===== src/rtl/jitter_pkg.sv =====
package jitter_pkg;

    // Integer division rounded to nearest
    function automatic int round_div(input longint num, input longint den);
        return int'((num + den / 2) / den);
    endfunction

    // Clock count covering a duration in ns, rounded up
    function automatic int ns_to_clks(input longint clk_hz, input longint ns);
        return int'(((clk_hz / 1000) * ns + 999_999) / 1_000_000);
    endfunction

    typedef enum logic {
        SWEEP_DOWN = 1'b0,
        SWEEP_UP   = 1'b1
    } sweep_dir_e;

endpackage


===== src/rtl/jitter_sweep.sv =====
// Triangle sweep of the period reload value, one count per step.
module jitter_sweep #(
    parameter int PER_MIN = 747,
    parameter int DEV     = 53,
    parameter int STEP    = 905,
    parameter int PER_W   = 10
) (
    input  logic             clk,
    input  logic             rst_n,
    input  logic             enable,
    output logic [PER_W-1:0] target
);
    import jitter_pkg::*;

    localparam int LVL_W  = $clog2(2 * DEV + 1);
    localparam int TICK_W = $clog2(STEP + 1);

    typedef struct packed {
        logic [LVL_W-1:0]  level;
        sweep_dir_e        dir;
        logic [TICK_W-1:0] tick;
    } sweep_t;

    localparam sweep_t SWEEP_RST = '{level: LVL_W'(DEV), dir: SWEEP_UP, tick: '0};

    sweep_t st_d, st_q;

    always_comb begin
        st_d = st_q;
        if (!enable) begin
            st_d = SWEEP_RST;
        end else if (st_q.tick == TICK_W'(STEP - 1)) begin
            st_d.tick = '0;
            if (st_q.dir == SWEEP_UP) begin
                st_d.level = st_q.level + 1'b1;
                if (st_q.level + 1'b1 == LVL_W'(2 * DEV)) st_d.dir = SWEEP_DOWN;
            end else begin
                st_d.level = st_q.level - 1'b1;
                if (st_q.level == LVL_W'(1)) st_d.dir = SWEEP_UP;
            end
        end else begin
            st_d.tick = st_q.tick + 1'b1;
        end
    end

    always_ff @(posedge clk or negedge rst_n) begin
        if (!rst_n) st_q <= SWEEP_RST;
        else        st_q <= st_d;
    end

    assign target = PER_W'(PER_MIN) + PER_W'(st_q.level);

endmodule


===== src/rtl/jitter_cycle.sv =====
// Cycle counter with reload at the boundary and window decoding.
module jitter_cycle #(
    parameter int PER_NOM = 800,
    parameter int BLANK   = 15,
    parameter int MINON   = 24,
    parameter int PER_W   = 10
) (
    input  logic             clk,
    input  logic             rst_n,
    input  logic             enable,
    input  logic [PER_W-1:0] target,
    output logic             cycle_start,
    output logic             max_duty,
    output logic             blank,
    output logic             min_on,
    output logic             running,
    output logic [PER_W-1:0] cur_period
);
    typedef struct packed {
        logic             run;
        logic [PER_W-1:0] cnt;
        logic [PER_W-1:0] period;
        logic [PER_W-1:0] limit;
    } cyc_t;

    localparam logic [PER_W-1:0] NOM_P   = PER_W'(PER_NOM);
    localparam logic [PER_W-1:0] NOM_LIM = NOM_P - (NOM_P >> 2);
    localparam cyc_t CYC_RST = '{run: 1'b0, cnt: '0, period: NOM_P, limit: NOM_LIM};

    cyc_t st_d, st_q;

    always_comb begin
        st_d = st_q;
        if (!enable) begin
            st_d = CYC_RST;
        end else if (!st_q.run) begin
            st_d.run = 1'b1;
            st_d.cnt = '0;
        end else if (st_q.cnt == st_q.period - 1'b1) begin
            st_d.cnt    = '0;
            st_d.period = target;
            st_d.limit  = target - (target >> 2);
        end else begin
            st_d.cnt = st_q.cnt + 1'b1;
        end
    end

    always_ff @(posedge clk or negedge rst_n) begin
        if (!rst_n) st_q <= CYC_RST;
        else        st_q <= st_d;
    end

    assign cycle_start = st_q.run && (st_q.cnt == '0);
    assign blank       = st_q.run && (st_q.cnt < PER_W'(BLANK));
    assign min_on      = st_q.run && (st_q.cnt < PER_W'(MINON));
    assign max_duty    = st_q.run && (st_q.cnt >= st_q.limit);
    assign running     = st_q.run;
    assign cur_period  = st_q.period;

endmodule


===== src/rtl/jitter_osc.sv =====
module jitter_osc #(
    parameter int CLK_HZ       = 48_000_000,
    parameter bit HIGH_VARIANT = 1'b0,
    parameter int MOD_HZ       = 250,
    parameter int BLANK_NS     = 300,
    parameter int MINON_NS     = 480
) (
    input  logic clk,
    input  logic rst_n,
    input  logic enable,
    output logic cycle_start,
    output logic max_duty,
    output logic blank,
    output logic min_on
);
    import jitter_pkg::*;

    localparam int F_NOM   = HIGH_VARIANT ? 115_000 : 60_000;
    localparam int F_DEV   = HIGH_VARIANT ? 8_000 : 4_000;
    localparam int PER_NOM = round_div(CLK_HZ, F_NOM);
    localparam int DEV     = round_div(longint'(PER_NOM) * F_DEV, F_NOM);
    localparam int PER_MIN = PER_NOM - DEV;
    localparam int PER_MAX = PER_NOM + DEV;
    localparam int PER_W   = $clog2(PER_MAX + 1);
    localparam int DEV_NZ  = (DEV > 0) ? DEV : 1;
    localparam int STEP_RAW = (CLK_HZ / MOD_HZ) / (4 * DEV_NZ);
    localparam int STEP    = (STEP_RAW > 0) ? STEP_RAW : 1;
    localparam int BLANK   = ns_to_clks(CLK_HZ, BLANK_NS);
    localparam int MINON   = ns_to_clks(CLK_HZ, MINON_NS);

    logic [PER_W-1:0] target;
    logic [PER_W-1:0] cur_period;
    logic             running;

    generate
        if (DEV > 0) begin : g_sweep
            jitter_sweep #(
                .PER_MIN (PER_MIN),
                .DEV     (DEV),
                .STEP    (STEP),
                .PER_W   (PER_W)
            ) u_sweep (
                .clk    (clk),
                .rst_n  (rst_n),
                .enable (enable),
                .target (target)
            );
        end else begin : g_fixed
            assign target = PER_W'(PER_NOM);
        end
    endgenerate

    jitter_cycle #(
        .PER_NOM (PER_NOM),
        .BLANK   (BLANK),
        .MINON   (MINON),
        .PER_W   (PER_W)
    ) u_cycle (
        .clk         (clk),
        .rst_n       (rst_n),
        .enable      (enable),
        .target      (target),
        .cycle_start (cycle_start),
        .max_duty    (max_duty),
        .blank       (blank),
        .min_on      (min_on),
        .running     (running),
        .cur_period  (cur_period)
    );

endmodule


===== config.mk =====
export PLATFORM = sky130hd
export DESIGN_NAME = jitter_osc
export DESIGN_NICKNAME = d
export VERILOG_FILES = /design/src/rtl/jitter_pkg.sv /design/src/rtl/jitter_sweep.sv /design/src/rtl/jitter_cycle.sv /design/src/rtl/jitter_osc.sv
export SDC_FILE = /design/constraint.sdc
export NUM_CORES = 1
export LEC_CHECK = 0
export BUFFER_PORTS_ARGS = -buffer_cell sky130_fd_sc_hd__buf_2
export CAP_MARGIN = 20
export CORE_UTILIZATION = 30
export CTS_CLUSTER_DIAMETER = 120
export DETAILED_ROUTE_END_ITERATION = 8
export GPL_TIMING_DRIVEN = 0
export HOLD_SLACK_MARGIN = 0.05
export PLACE_DENSITY = 0.56
export SLEW_MARGIN = 20
export SYNTH_ARGS = -nofsm -noshare
export SYNTH_HDL_FRONTEND = slang
export SYNTH_HIERARCHICAL = 1
export SYNTH_SLANG_ARGS = --single-unit

===== constraint.sdc =====
create_clock -name clk -period 3.8 [get_ports clk]
set_input_delay 0.38 -clock clk [delete_from_list [all_inputs] [get_ports clk]]
set_output_delay 0.38 -clock clk [all_outputs]
set_load 0.01 [all_outputs]

---- Yosys cells after proc, flatten, opt, wreduce, memory -nomap -nowiden ----
Cells that the tools add are included.
cells by class
  reductions and logical operators ........ 6
  equal/unequal tests ..................... 7
  muxes and demuxes ....................... 11
  order comparisons ....................... 3
  $add $sub $neg .......................... 7
operator list
  operator                 count
  $mux W20                 2
  $mux W31                 1
  $mux W10                 3
  $add A10 B1 Y10 const B  2
  $mux W18                 1
  $mux W8                  2
  $add A10 B7 Y10 const A  1
  $eq A10 B10 Y1           1
  $eq A10 B10 Y1 const B   1
  $ge A10 B10 Y1           1
  $logic_not A10 Y1        1
  $lt A10 B4 Y1 const B    1
  $lt A10 B5 Y1 const B    1
  $sub A10 B1 Y10 const B  1
  $sub A10 B8 Y10          1
  $add A7 B1 Y7 const B    1
  $eq A7 B1 Y1 const B     1
  $eq A7 B7 Y1 const B     1
  $sub A7 B1 Y7 const B    1
  $ne A2 B1 Y1 const B     3
  $logic_and A1 B1 Y1      4
  $mux W1                  2
  $reduce_and A2 Y1        1
storage, ports and cells
  logic and storage cells ................. 41
  input port bits ......................... 3
  flip-flop bits (word level) ............. 49
  output and inout bits ................... 4

---- Depth between registers and ports, before layout ----
  depth in word-level cells ............... 6
  gate-level depth with buffers ........... 14

---- Cells and area by module ----
Netlist, hierarchy kept.
modules (own cells, without submodules)
  module        cells an instance  times used  area each (sq um)
  jitter_cycle  281                1           2541.2
  jitter_sweep  146                1           1272.5

---- Worst setup path before layout ----
OpenSTA, ideal clock, no wires.
  path kind ............................... reg2reg
  from .................................... register g_sweep.u_sweep/st_q[11] (netlist name)
  to ...................................... register u_cycle/st_q[8] (netlist name)
  stages on the path, launching flop included .. 13
  buffers on the path ..................... 0
  slack ................................... 0.986 ns
  arrival time ............................ 2.720 ns
  library setup time ...................... 0.094 ns
  cell sequence ........................... dfstp_2 inv_1 ha_1 xnor2_1 ha_1 inv_1 fa_1 a21oi_1 o2111ai_1 a31oi_1 xnor2_1 nor4_1 a211oi_1
between the ends
  word-level cells in the longest chain between the ends .. 5
ends and longest elaborated chain
  element                 line                RTL
  from (decl)             jitter_sweep.sv:26  sweep_t st_d, st_q;
  from (signal assigned)  jitter_sweep.sv:48  else st_q <= st_d;
  $add A10 B7 Y10         jitter_sweep.sv:51  assign target = PER_W'(PER_MIN) + PER_W'(st_q.level);
  net target[0]           jitter_osc.sv:31    logic [PER_W-1:0] target;
  $sub A10 B8 Y10         jitter_cycle.sv:42  st_d.limit = target - (target >> 2);
  $mux W20                jitter_cycle.sv:39  end else if (st_q.cnt == st_q.period - 1'b1) begin
  $mux W20                jitter_cycle.sv:36  end else if (!st_q.run) begin
  $mux W31                jitter_cycle.sv:34  if (!enable) begin
  to (signal assigned)    jitter_cycle.sv:50  else st_q <= st_d;
  to (decl)               jitter_cycle.sv:30  cyc_t st_d, st_q;
The timed path passes the listed nets, and every way through them passes these cells. The select of a mux whose other input is x is not followed.
A chain may end at the register's enable or synchronous reset.

---- Final worst setup path ----
Same ends and word-level chain as after synthesis.

==> results.md <==
- Outcome: completed
- CTS buffer count: 5
- YS warnings: 6
- Layout cells sized above 1: 10.90%
- Hold Path Class: in -> async
- Grt total ovfl: 0
- Worst VDD drop: 161.9 uV
- Setup TNS Final: 0 ns
- Setup Fix Bufs, Post-CTS: 0
- Final net count: 461
- Max Root-Sink Buffers: 2
- Area after DPL: about 4000 um2
- Crit Path Max Fanout: 8
- Antenna-violating nets left: 0
- Max incr delay on CP: 0.61 ns
- Syn_area_per_cell: about 9.0 um2
- Detailed-route via count: ~3,100
- Clock slew at reported path FFs: 0.07 ns
- Port Buffers: 6
- Crit path DAT: roughly 3.6 ns
- Number of global-route vias before repair: 3,049
- Delay-heaviest family, CP: adder cells
- DRT iter0 DRCs: between 150 and 200
- Fin area: roughly 4200 um2
- CP Buf/Inv Count: 2
- Pwr Density: 277.2 nW/um2
- First-pass iteration count of the detailed router: 4
- Die Width: about 110 um
- Die Span Y: 113.6 um
- Worst-Margin Slew: 0.6364 ns
- Skew-Pair Late Insertion Delay: around 0.29 ns
- Total length of routed wires: 8.753 mm
- Syn nets: about 450
- # rows: 40
- Cell area after synthesis: ~3700 um2
- Final HPWL DP: 6.555 mm
- Critical Path RT: 3.95 ns
- Cts repair resizes: 0
- Placer Congestion: 0.8449
- Ports: 7
- Commonest non-fill, non-tap cells in the layout: inv_1, dfrtp_1, nor2_1
- CTS tree: yes
- N_diodes: 0
- Tot GR Track Use: 14.46%
- Avg WL per Cell: approximately 15 um
- Hold Slack: 0.1044 ns
- Worst path cell trace: inv_1 > ha_1 > xnor2_1 > ha_1 > inv_1 > fa_1 > a21oi_1 > o2111ai_1 > a31oi_1 > xnor2_1 > nor4_1 > a211oi_1
- Maxcap violations: 0
- Hold_buf cts: 0
- RSZ-0062 raised after global routing: false
- Period minus WS final: 3.466 ns
- Relative slew slack: a little under three fifths
- Cells after Synth: between 400 and 500
- Setup CP Type: reg -> reg
- Via density: 5.172
- First-pass GRT wire length: 15.02 mm
- Clock sink total: 49
- Root Driver: clkbuf_16
- CP max-delay cell: dfstp_2
- Setup crit end kind: register
- Leak Pwr: 0.001792 uW
- Slew Viols, Final: 0
- Critical Path Source Type: register
- Drc violations: 0
- Fmax: 288.5 MHz
- Total power: around 1200 uW
- Share of the clock period used by the worst path: 91.21%
- Layout area overhead: 11.58%
- H-tree depth: 2
- Final setup viols: 0
- Starting Density: a little over 30%
- Clock Skews: 0.006973 ns
- Core area: 12,060 um2
- Largest net degree at the start of global routing: 50
- Die area: 12,910 um2
- Initial antenna violation count: 0
- Hold Violations, Final: 0
## area by class of cell
| cell class | instances | area (um2) |
|---|---|---|
| flip-flops and latches | 49 | 1241 |
| fillers | 1245 | 7890 |
| clock buffers | 5 | 125.1 |
| multi-input cells | 308 | 2242 |
| well taps | 168 | 210.2 |
| plain buffers | 23 | 116.4 |
| repair buffers | 6 | 32.53 |
| clock inverters | 3 | 65.06 |
| inverters | 37 | 138.9 |
## report_power, final
group | leakage, uW | total [uW] | internal (uW) | switching [uW]
Combinational | 0.00106 | 49.3 | 14.0 | 35.3
Clock | 0.0000938 | 575 | 376 | 199
Sequential | 0.000637 | 532 | 526 | 5.64
Total | 0.00179 | 1160 | 916 | 240
## sequential cells by signal (all words and copies together), names as in the netlist
register,cells
u_cycle/cur_period,10
g_sweep.u_sweep/st_q,18
u_cycle/st_q,20
u_cycle/running,1
## per-layer routing
metal | vias up | track usage, % | share of wire, %
li1 | 1534 | - | -
met1 | 1513 | 19.93 | 49
met2 | 47 | 23.29 | 47
met3 | 4 | 2.976 | 3.8
met4 | 0 | 3.158 | 0.51
met5 | - | 0 | 0
## path summary, 6_finish.rpt
| kind | start | end | slack (ns) | cells after the start |
|---|---|---|---|---|
| worst max-delay path | g_sweep.u_sweep/st_q[11]$_DFFE_PN1P_ | u_cycle/st_q[8]$_DFFE_PN0P_ | 0.33 | 12 |
| worst min-delay path | rst_n | u_cycle/st_q[7]$_DFFE_PN0P_ | 0.10 | 1 |
| worst max register to register | g_sweep.u_sweep/st_q[11]$_DFFE_PN1P_ | u_cycle/st_q[8]$_DFFE_PN0P_ | 0.33 | 12 |
| worst min register to register | g_sweep.u_sweep/st_q[0]$_DFF_PN0_ | g_sweep.u_sweep/st_q[0]$_DFF_PN0_ | 0.51 | 1 |
| max in group asynchronous | rst_n | g_sweep.u_sweep/st_q[17]$_DFFE_PN0P_ | 3.26 | 1 |
| min in group clk | enable | u_cycle/running$_DFF_PN0_ | 0.32 | 1 |
## metrics by stage
stage / utilization, % / worst slack, ns / instances
3_3_place_gp: 32.99 / 0.4509 / 591
4_1_cts: 34.59 / 0.3896 / 599
3_5_place_dp: 33.01 / 0.4332 / 591
2_1_floorplan: - / 0.9860 / 417
6_report: 34.59 / 0.3341 / 599
5_1_grt: 34.59 / 0.09791 / 599
## worst register-to-register path, delay by kind of cell, from the launching register on
family                   cells  cell delay (ns)
adder cells (fa/ha/maj)      3             0.96
AO/OA/AOI/OAI                4             0.80
flip-flops                   1             0.61
XOR/XNOR                     2             0.53
AND/OR/NAND/NOR              1             0.27
buffers and inverters        2             0.16
Power figures use the tool's default switching activity.
